File: src/rtl/wpc_pkg.sv
package wpc_pkg;

   // Kind code returned with every response (values are part of the interface).
   typedef enum logic [1:0] {
      KIND_NONE   = 2'b00,
      KIND_FIRST  = 2'b01,
      KIND_SECOND = 2'b10,
      KIND_REFILL = 2'b11
   } wpc_kind_e;

   typedef enum logic [1:0] {
      ST_RUN  = 2'd0,
      ST_ALT  = 2'd1,
      ST_FILL = 2'd2
   } wpc_state_e;

   localparam int WPC_WAYS = 2;

endpackage

File: src/rtl/wpc_tag_store.sv
module wpc_tag_store #(
   parameter int SETS  = 8,
   parameter int TAG_W = 7,
   localparam int IDX_W = $clog2(SETS)
) (
   input  logic                                     clk,
   input  logic                                     rst_n,
   input  logic [IDX_W-1:0]                         rd_idx,
   output logic [wpc_pkg::WPC_WAYS-1:0]             rd_vld,
   output logic [wpc_pkg::WPC_WAYS-1:0][TAG_W-1:0]  rd_tag,
   input  logic                                     wr_en,
   input  logic                                     wr_way,
   input  logic [IDX_W-1:0]                         wr_idx,
   input  logic [TAG_W-1:0]                         wr_tag
);

   for (genvar w = 0; w < wpc_pkg::WPC_WAYS; w++) begin : g_way
      localparam logic WAY_ID = 1'(w);
      logic [SETS-1:0]  vld_q;
      logic [TAG_W-1:0] tag_q [SETS];

      always_ff @(posedge clk) begin
         if (!rst_n) begin
            vld_q <= '0;
         end else if (wr_en && (wr_way == WAY_ID)) begin
            vld_q[wr_idx] <= 1'b1;
         end
      end

      always_ff @(posedge clk) begin
         if (wr_en && (wr_way == WAY_ID)) begin
            tag_q[wr_idx] <= wr_tag;
         end
      end

      assign rd_vld[w] = vld_q[rd_idx];
      assign rd_tag[w] = tag_q[rd_idx];
   end

endmodule

File: src/rtl/wpc_data_store.sv
module wpc_data_store #(
   parameter int SETS   = 8,
   parameter int DATA_W = 32,
   parameter int WORDS  = 4,
   localparam int IDX_W  = $clog2(SETS),
   localparam int OFF_W  = $clog2(WORDS),
   localparam int SEL_W  = (OFF_W > 0) ? OFF_W : 1,
   localparam int LINE_W = DATA_W * WORDS
) (
   input  logic              clk,
   input  logic [IDX_W-1:0]  rd_idx,
   input  logic              rd_way,
   input  logic [SEL_W-1:0]  rd_word,
   output logic [DATA_W-1:0] rd_data,
   input  logic              wr_en,
   input  logic              wr_way,
   input  logic [IDX_W-1:0]  wr_idx,
   input  logic [LINE_W-1:0] wr_line
);

   logic [wpc_pkg::WPC_WAYS-1:0][LINE_W-1:0] rows;
   logic [LINE_W-1:0]                        row_sel;

   for (genvar w = 0; w < wpc_pkg::WPC_WAYS; w++) begin : g_way
      localparam logic WAY_ID = 1'(w);
      logic [LINE_W-1:0] line_q [SETS];

      always_ff @(posedge clk) begin
         if (wr_en && (wr_way == WAY_ID)) begin
            line_q[wr_idx] <= wr_line;
         end
      end

      assign rows[w] = line_q[rd_idx];
   end

   // Way steering happens ahead of any tag result.
   assign row_sel = rows[rd_way];

   if (WORDS == 1) begin : g_single_word
      logic unused_sel;
      assign unused_sel = ^rd_word;
      assign rd_data    = row_sel;
   end else begin : g_multi_word
      assign rd_data = DATA_W'(row_sel >> (LINE_W'(rd_word) * LINE_W'(DATA_W)));
   end

endmodule

File: src/rtl/wpc_guess_lru.sv
module wpc_guess_lru #(
   parameter int SETS = 8,
   localparam int IDX_W = $clog2(SETS)
) (
   input  logic             clk,
   input  logic             rst_n,
   input  logic [IDX_W-1:0] idx,
   output logic             guess_q,
   output logic             lru_q,
   input  logic             guess_we,
   input  logic             guess_d,
   input  logic             lru_we,
   input  logic             lru_d
);

   logic [SETS-1:0] guess_bits;
   logic [SETS-1:0] lru_bits;

   always_ff @(posedge clk) begin
      if (!rst_n) begin
         guess_bits <= '0;
         lru_bits   <= '0;
      end else begin
         if (guess_we) guess_bits[idx] <= guess_d;
         if (lru_we)   lru_bits[idx]   <= lru_d;
      end
   end

   assign guess_q = guess_bits[idx];
   assign lru_q   = lru_bits[idx];

endmodule

File: src/rtl/wpc_cache.sv
module wpc_cache
   import wpc_pkg::*;
#(
   parameter int ADDR_W = 12,
   parameter int DATA_W = 32,
   parameter int WORDS  = 4,
   parameter int SETS   = 8,
   localparam int OFF_W   = $clog2(WORDS),
   localparam int IDX_W   = $clog2(SETS),
   localparam int TAG_W   = ADDR_W - OFF_W - IDX_W,
   localparam int LADDR_W = ADDR_W - OFF_W,
   localparam int LINE_W  = DATA_W * WORDS,
   localparam int SEL_W   = (OFF_W > 0) ? OFF_W : 1
) (
   input  logic               clk,
   input  logic               rst_n,
   input  logic               req_valid,
   input  logic [ADDR_W-1:0]  req_addr,
   output logic               req_ready,
   output logic               rsp_valid,
   output logic [DATA_W-1:0]  rsp_data,
   output logic [1:0]         rsp_kind,
   output logic               mem_req,
   output logic [LADDR_W-1:0] mem_addr,
   input  logic [LINE_W-1:0]  mem_line,
   input  logic               mem_done
);

   // Elaboration-time parameter checks
   if (SETS < 2 || (SETS & (SETS - 1)) != 0) begin : g_bad_sets
      $error("wpc_cache: SETS must be a power of two and at least 2");
   end
   if (WORDS < 1 || (WORDS & (WORDS - 1)) != 0) begin : g_bad_words
      $error("wpc_cache: WORDS must be a power of two");
   end
   if (TAG_W < 1) begin : g_bad_tag
      $error("wpc_cache: ADDR_W too small for SETS and WORDS");
   end
   if (DATA_W < 1) begin : g_bad_data
      $error("wpc_cache: DATA_W must be positive");
   end

   // Lookup stage
   wpc_state_e        state_q, state_d;
   logic              s_vld;
   logic [ADDR_W-1:0] s_addr;
   logic [IDX_W-1:0]  s_idx;
   logic [TAG_W-1:0]  s_tag;
   logic [SEL_W-1:0]  s_word;
   wpc_kind_e         kind;

   assign s_word   = SEL_W'(s_addr & ADDR_W'(WORDS - 1));
   assign s_idx    = IDX_W'(s_addr >> OFF_W);
   assign s_tag    = TAG_W'(s_addr >> (OFF_W + IDX_W));
   assign mem_addr = LADDR_W'(s_addr >> OFF_W);

   // Stores
   logic                                     guess_way, victim_way;
   logic                                     look_way, hit_way, look_hit;
   logic [WPC_WAYS-1:0]                      way_vld;
   logic [WPC_WAYS-1:0][TAG_W-1:0]           way_tag;
   logic [DATA_W-1:0]                        store_word;
   logic                                     fill_now;
   logic                                     guess_we, guess_d;

   // Second cycle checks the way that was not guessed.
   assign look_way = (state_q == ST_ALT) ? ~guess_way : guess_way;
   assign look_hit = way_vld[look_way] && (way_tag[look_way] == s_tag);
   assign fill_now = (state_q == ST_FILL) && mem_done;
   assign hit_way  = fill_now ? victim_way : look_way;

   assign guess_we = ((state_q == ST_ALT) && look_hit) || fill_now;
   assign guess_d  = fill_now ? victim_way : look_way;

   wpc_tag_store #(.SETS(SETS), .TAG_W(TAG_W)) u_tags (
      .clk    (clk),
      .rst_n  (rst_n),
      .rd_idx (s_idx),
      .rd_vld (way_vld),
      .rd_tag (way_tag),
      .wr_en  (fill_now),
      .wr_way (victim_way),
      .wr_idx (s_idx),
      .wr_tag (s_tag)
   );

   wpc_data_store #(.SETS(SETS), .DATA_W(DATA_W), .WORDS(WORDS)) u_data (
      .clk     (clk),
      .rd_idx  (s_idx),
      .rd_way  (look_way),
      .rd_word (s_word),
      .rd_data (store_word),
      .wr_en   (fill_now),
      .wr_way  (victim_way),
      .wr_idx  (s_idx),
      .wr_line (mem_line)
   );

   wpc_guess_lru #(.SETS(SETS)) u_guess (
      .clk      (clk),
      .rst_n    (rst_n),
      .idx      (s_idx),
      .guess_q  (guess_way),
      .lru_q    (victim_way),
      .guess_we (guess_we),
      .guess_d  (guess_d),
      .lru_we   (rsp_valid),
      .lru_d    (~hit_way)
   );

   // Control
   always_comb begin
      state_d   = state_q;
      rsp_valid = 1'b0;
      kind      = KIND_NONE;
      unique case (state_q)
         ST_RUN: begin
            if (s_vld) begin
               if (look_hit) begin
                  rsp_valid = 1'b1;
                  kind      = KIND_FIRST;
               end else begin
                  state_d = ST_ALT;
               end
            end
         end
         ST_ALT: begin
            if (look_hit) begin
               rsp_valid = 1'b1;
               kind      = KIND_SECOND;
               state_d   = ST_RUN;
            end else begin
               state_d = ST_FILL;
            end
         end
         ST_FILL: begin
            if (mem_done) begin
               rsp_valid = 1'b1;
               kind      = KIND_REFILL;
               state_d   = ST_RUN;
            end
         end
         default: state_d = ST_RUN;
      endcase
   end

   assign rsp_kind  = kind;
   assign req_ready = (state_q == ST_RUN) && (!s_vld || look_hit);
   assign mem_req   = (state_q == ST_FILL);
   assign rsp_data  = (state_q == ST_FILL)
                    ? DATA_W'(mem_line >> (LINE_W'(s_word) * LINE_W'(DATA_W)))
                    : store_word;

   always_ff @(posedge clk) begin
      if (!rst_n) begin
         state_q <= ST_RUN;
         s_vld   <= 1'b0;
         s_addr  <= '0;
      end else begin
         state_q <= state_d;
         if (req_valid && req_ready) begin
            s_vld  <= 1'b1;
            s_addr <= req_addr;
         end else if (rsp_valid) begin
            s_vld <= 1'b0;
         end
      end
   end

endmodule

File: config.mk
export PLATFORM = sky130hd
export DESIGN_NAME = wpc_cache
export DESIGN_NICKNAME = d
export VERILOG_FILES = /design/src/rtl/wpc_pkg.sv /design/src/rtl/wpc_tag_store.sv /design/src/rtl/wpc_data_store.sv /design/src/rtl/wpc_guess_lru.sv /design/src/rtl/wpc_cache.sv
export SDC_FILE = /design/constraint.sdc
export NUM_CORES = 2
export LEC_CHECK = 0
export BUFFER_PORTS_ARGS = -buffer_cell sky130_fd_sc_hd__buf_4
export CORE_ASPECT_RATIO = 0.5
export CORE_MARGIN = 3
export CORE_UTILIZATION = 50
export DETAILED_ROUTE_END_ITERATION = 10
export HOLD_SLACK_MARGIN = 0.08
export MAX_ROUTING_LAYER = met4
export PLACE_DENSITY = 0.66
export SLEW_MARGIN = 20
export SYNTH_ARGS = -nofsm -noshare
export SYNTH_HDL_FRONTEND = slang
export SYNTH_SLANG_ARGS = --single-unit
File: constraint.sdc
create_clock -name clk -period 12.9 [get_ports clk]
set_input_delay 2.58 -clock clk [delete_from_list [all_inputs] [get_ports clk]]
set_output_delay 2.58 -clock clk [all_outputs]
set_load 0.01 [all_outputs]
==> results_dict.tcl <==
set metrics [dict create \
    cts_resized 0 \
    gp_congestion 0.796 \
    final.period_utilization_pct 65.3 \
    crit_fanout 35 \
    tightest_slew_ns 1.15 \
    synth.mux.area_fraction_pct 20.3 \
    synth_area_leaders "edfxtp_1 76%, mux4_2 20%, dfxtp_1 1.2%, clkbuf_1 0.67%, mux2_2 0.42%" \
    drive_gt1_share_pct 34.1 \
    status "complete, no violations" \
    root_buffer "clkbuf_16" \
    synth_edf_count 2160 \
    cts_buffers 188 \
    path_common_cell "buf_4" \
    grt_start_max_net_pins 141 \
    vias 38600 \
    max_freq_ghz 0.119 \
    antenna_left 0 \
    grtUsageTotal_pct 23.6 \
    htreeDepth 4 \
    area_growth_pct 11.9 \
    final_hold_viol_count 0 \
    synth_flop_cell "edfxtp_1" \
    tritoncts "built" \
    hold_buffers 0 \
    cp_slowest_cell "buf_4" \
    critPathTopFamily "buffers and inverters" \
    cts_buffer_depth 3 \
    endpoint_kind "primary output" \
    synth_cells 3414 \
    synth_top_area_cell "edfxtp_1" \
    vias_per_cell 6.33 \
    worst_ep_required_time_ns 10.32 \
    ys_seq_area_share_pct 77.4 \
    start_util_pct 50.6 \
    port_buffers 190 \
    synth_top_family_by_area "multiplexers" \
    synth_xor_area_share_pct 0.112 \
    dieArea_um2 176000 \
    synthTopCellsByCount "2160 x edfxtp_1, 741 x mux4_2, 152 x clkbuf_1" \
    die_w_um 590 \
    grt_pass1_vias 39400 \
    ys_seq_elements 2210 \
    peakVddDrop_uv 145 \
    cts_post_setup_buffers_inserted 0 \
    path_cells "buf_4 > mux4_2 > mux2i_4 > xnor2_4 > buf_4 > buf_4 > mux4_2 > xor2_1 > nor4_4 > nand3_1 > nand2_1 > buf_4" \
    synth_most_common_cell "edfxtp_1" \
    fin_skew_ns 0.0185 \
    wl_per_cell_um 32.5 \
    report.final.setup_viol 0 \
    clock_latency_ns 0.80 \
    clkTransAtPathRegs_ns 0.06 \
    yosysWarnings 0 \
    critPathLaunchType "flop" \
    hold_class "reg -> reg" \
    fin_setup_tns_ns 0 \
    synth_simple_gate_area_share_pct 0.685 \
    dpl.hpwl_um 98500 \
    ios 191 \
    max_slew_margin_pct 23.2 \
    clock-sinks 2210 \
    arrival_ns 5.84 \
    wl_um 198000 \
    drv_slew 0 \
    synth_compound_area_share_pct 0.604 \
    critPathBufInv 4 \
    synthAdderAreaFrac_pct 0 \
    synthesis.nets 3558 \
    die_h_um 298 \
    postSynth.asyncResetShare_pct 0 \
    rows 106 \
    power_mw 14.4 \
    coreArea_um2 168000 \
    rsz0062_at_grt "false" \
    period_needed_ns 8.42 \
    powerDensity_nw_per_um2 151 \
    gr-total-overflow 0 \
    synthDistinctLibCells 40 \
    critPathMaxStageDelay_ns 0.79 \
    crit_type "reg -> out" \
    syn_area_um2 85100 \
    grt_pass1_wl_um 288000 \
    p_leak_nw 28.8 \
    cap_violations 0 \
    synth.top_cell.area_share_pct 76.2 \
    drt_iter0_drc 4802 \
    avgSynthCellArea_um2 24.9 \
    drc 0 \
    final_nets 3803 \
    antenna_found_initial 20 \
    dr.pass1.iters 5 \
]
-- worst paths after layout --
check                            from                       end  cells after the start  slack (ns)
max reg2reg                 s_addr[3]                      flop                     12        7.08
max                         s_addr[3]                 rsp_valid                     12        4.48
min          u_tags.g_way[0].vld_q[3]  u_tags.g_way[0].vld_q[3]                      1        0.46
min reg2reg  u_tags.g_way[0].vld_q[3]  u_tags.g_way[0].vld_q[3]                      1        0.46
-- stage by stage --
stage / hold slack [ns] / setup WS [ns] / instance area (µm²) / instances / utilization (%)
floorplan: 0.435 / 3.35 / 85100 / 3414 / -
global placement: 0.446 / 5.23 / 89500 / 5737 / 53.2
detailed placement: 0.455 / 5.18 / 89500 / 5737 / 53.2
CTS: 0.469 / 4.30 / 95200 / 6080 / 56.6
global route: 0.493 / 4.05 / 95300 / 6095 / 56.6
finish: 0.464 / 4.48 / 95300 / 6095 / 56.6
-- where the power goes --
group	internal, mW	switching [mW]
clock network	2.90	2.46
logic	0.546	0.589
registers	7.89	0.0415
total	11.3	3.09
-- flip-flops by register name, summed over array words and instances (netlist names), named ones only --
register and cells:
s_addr 12, s_vld 1, state_q 2, u_data.g_way.line_q 2048, u_guess.guess_bits 8, u_guess.lru_bits 8
u_tags.g_way.tag_q 112, u_tags.g_way.vld_q 16
-- cell type report --
type                       instances  area [µm²]
fill                           12200       72900
timing repair buffer             254        2170
sequential                      2210       65900
clock buffer                     254        5190
multi-input combinational       1004       18600
antenna                           15        37.5
tap                             2268        2840
inverter                           1        3.75
clock inverter                    89         541
-- kinds of logic (layout without fill, tap and decap cells) --
kind of cell              after synthesis  after routing
AOI/OAI and AO/OA                      74             74
xor gates and xnor gates               10             10
buffers and inverters                 200            598
DFF                                  2210           2210
muxes                                 793            793
other                                   0             15
and+or+nand+nor                       127            127
-- layer usage --
metal	vias up	wire, µm	share of wire (%)	GRT usage [%]
met1	21200	81000	41	33.3
met3	250	18100	9.1	5.94
met5	-	0	0	-
met2	1755	95400	48	35.2
met4	0	3760	1.9	5.63
li1	15400	-	-	-
-- layout by cell type, fill, tap and decap left out, drive strengths merged, types with 5 or more instances in the layout --
cell type	count
dfxtp	50
o21a	18
diode	15
o31a	8
clkbuf	254
buf	254
mux4	741
mux2	32
and2	5
xor2	5
clkinv	76
o211a	9
edfxtp	2160
mux2i	20
and3	10
xnor2	5
clkinvlp	5
nor2	37
o21ai	17
inv	5
nand2	53
a21oi	15
No activity file was read; power rests on OpenSTA's default activity.
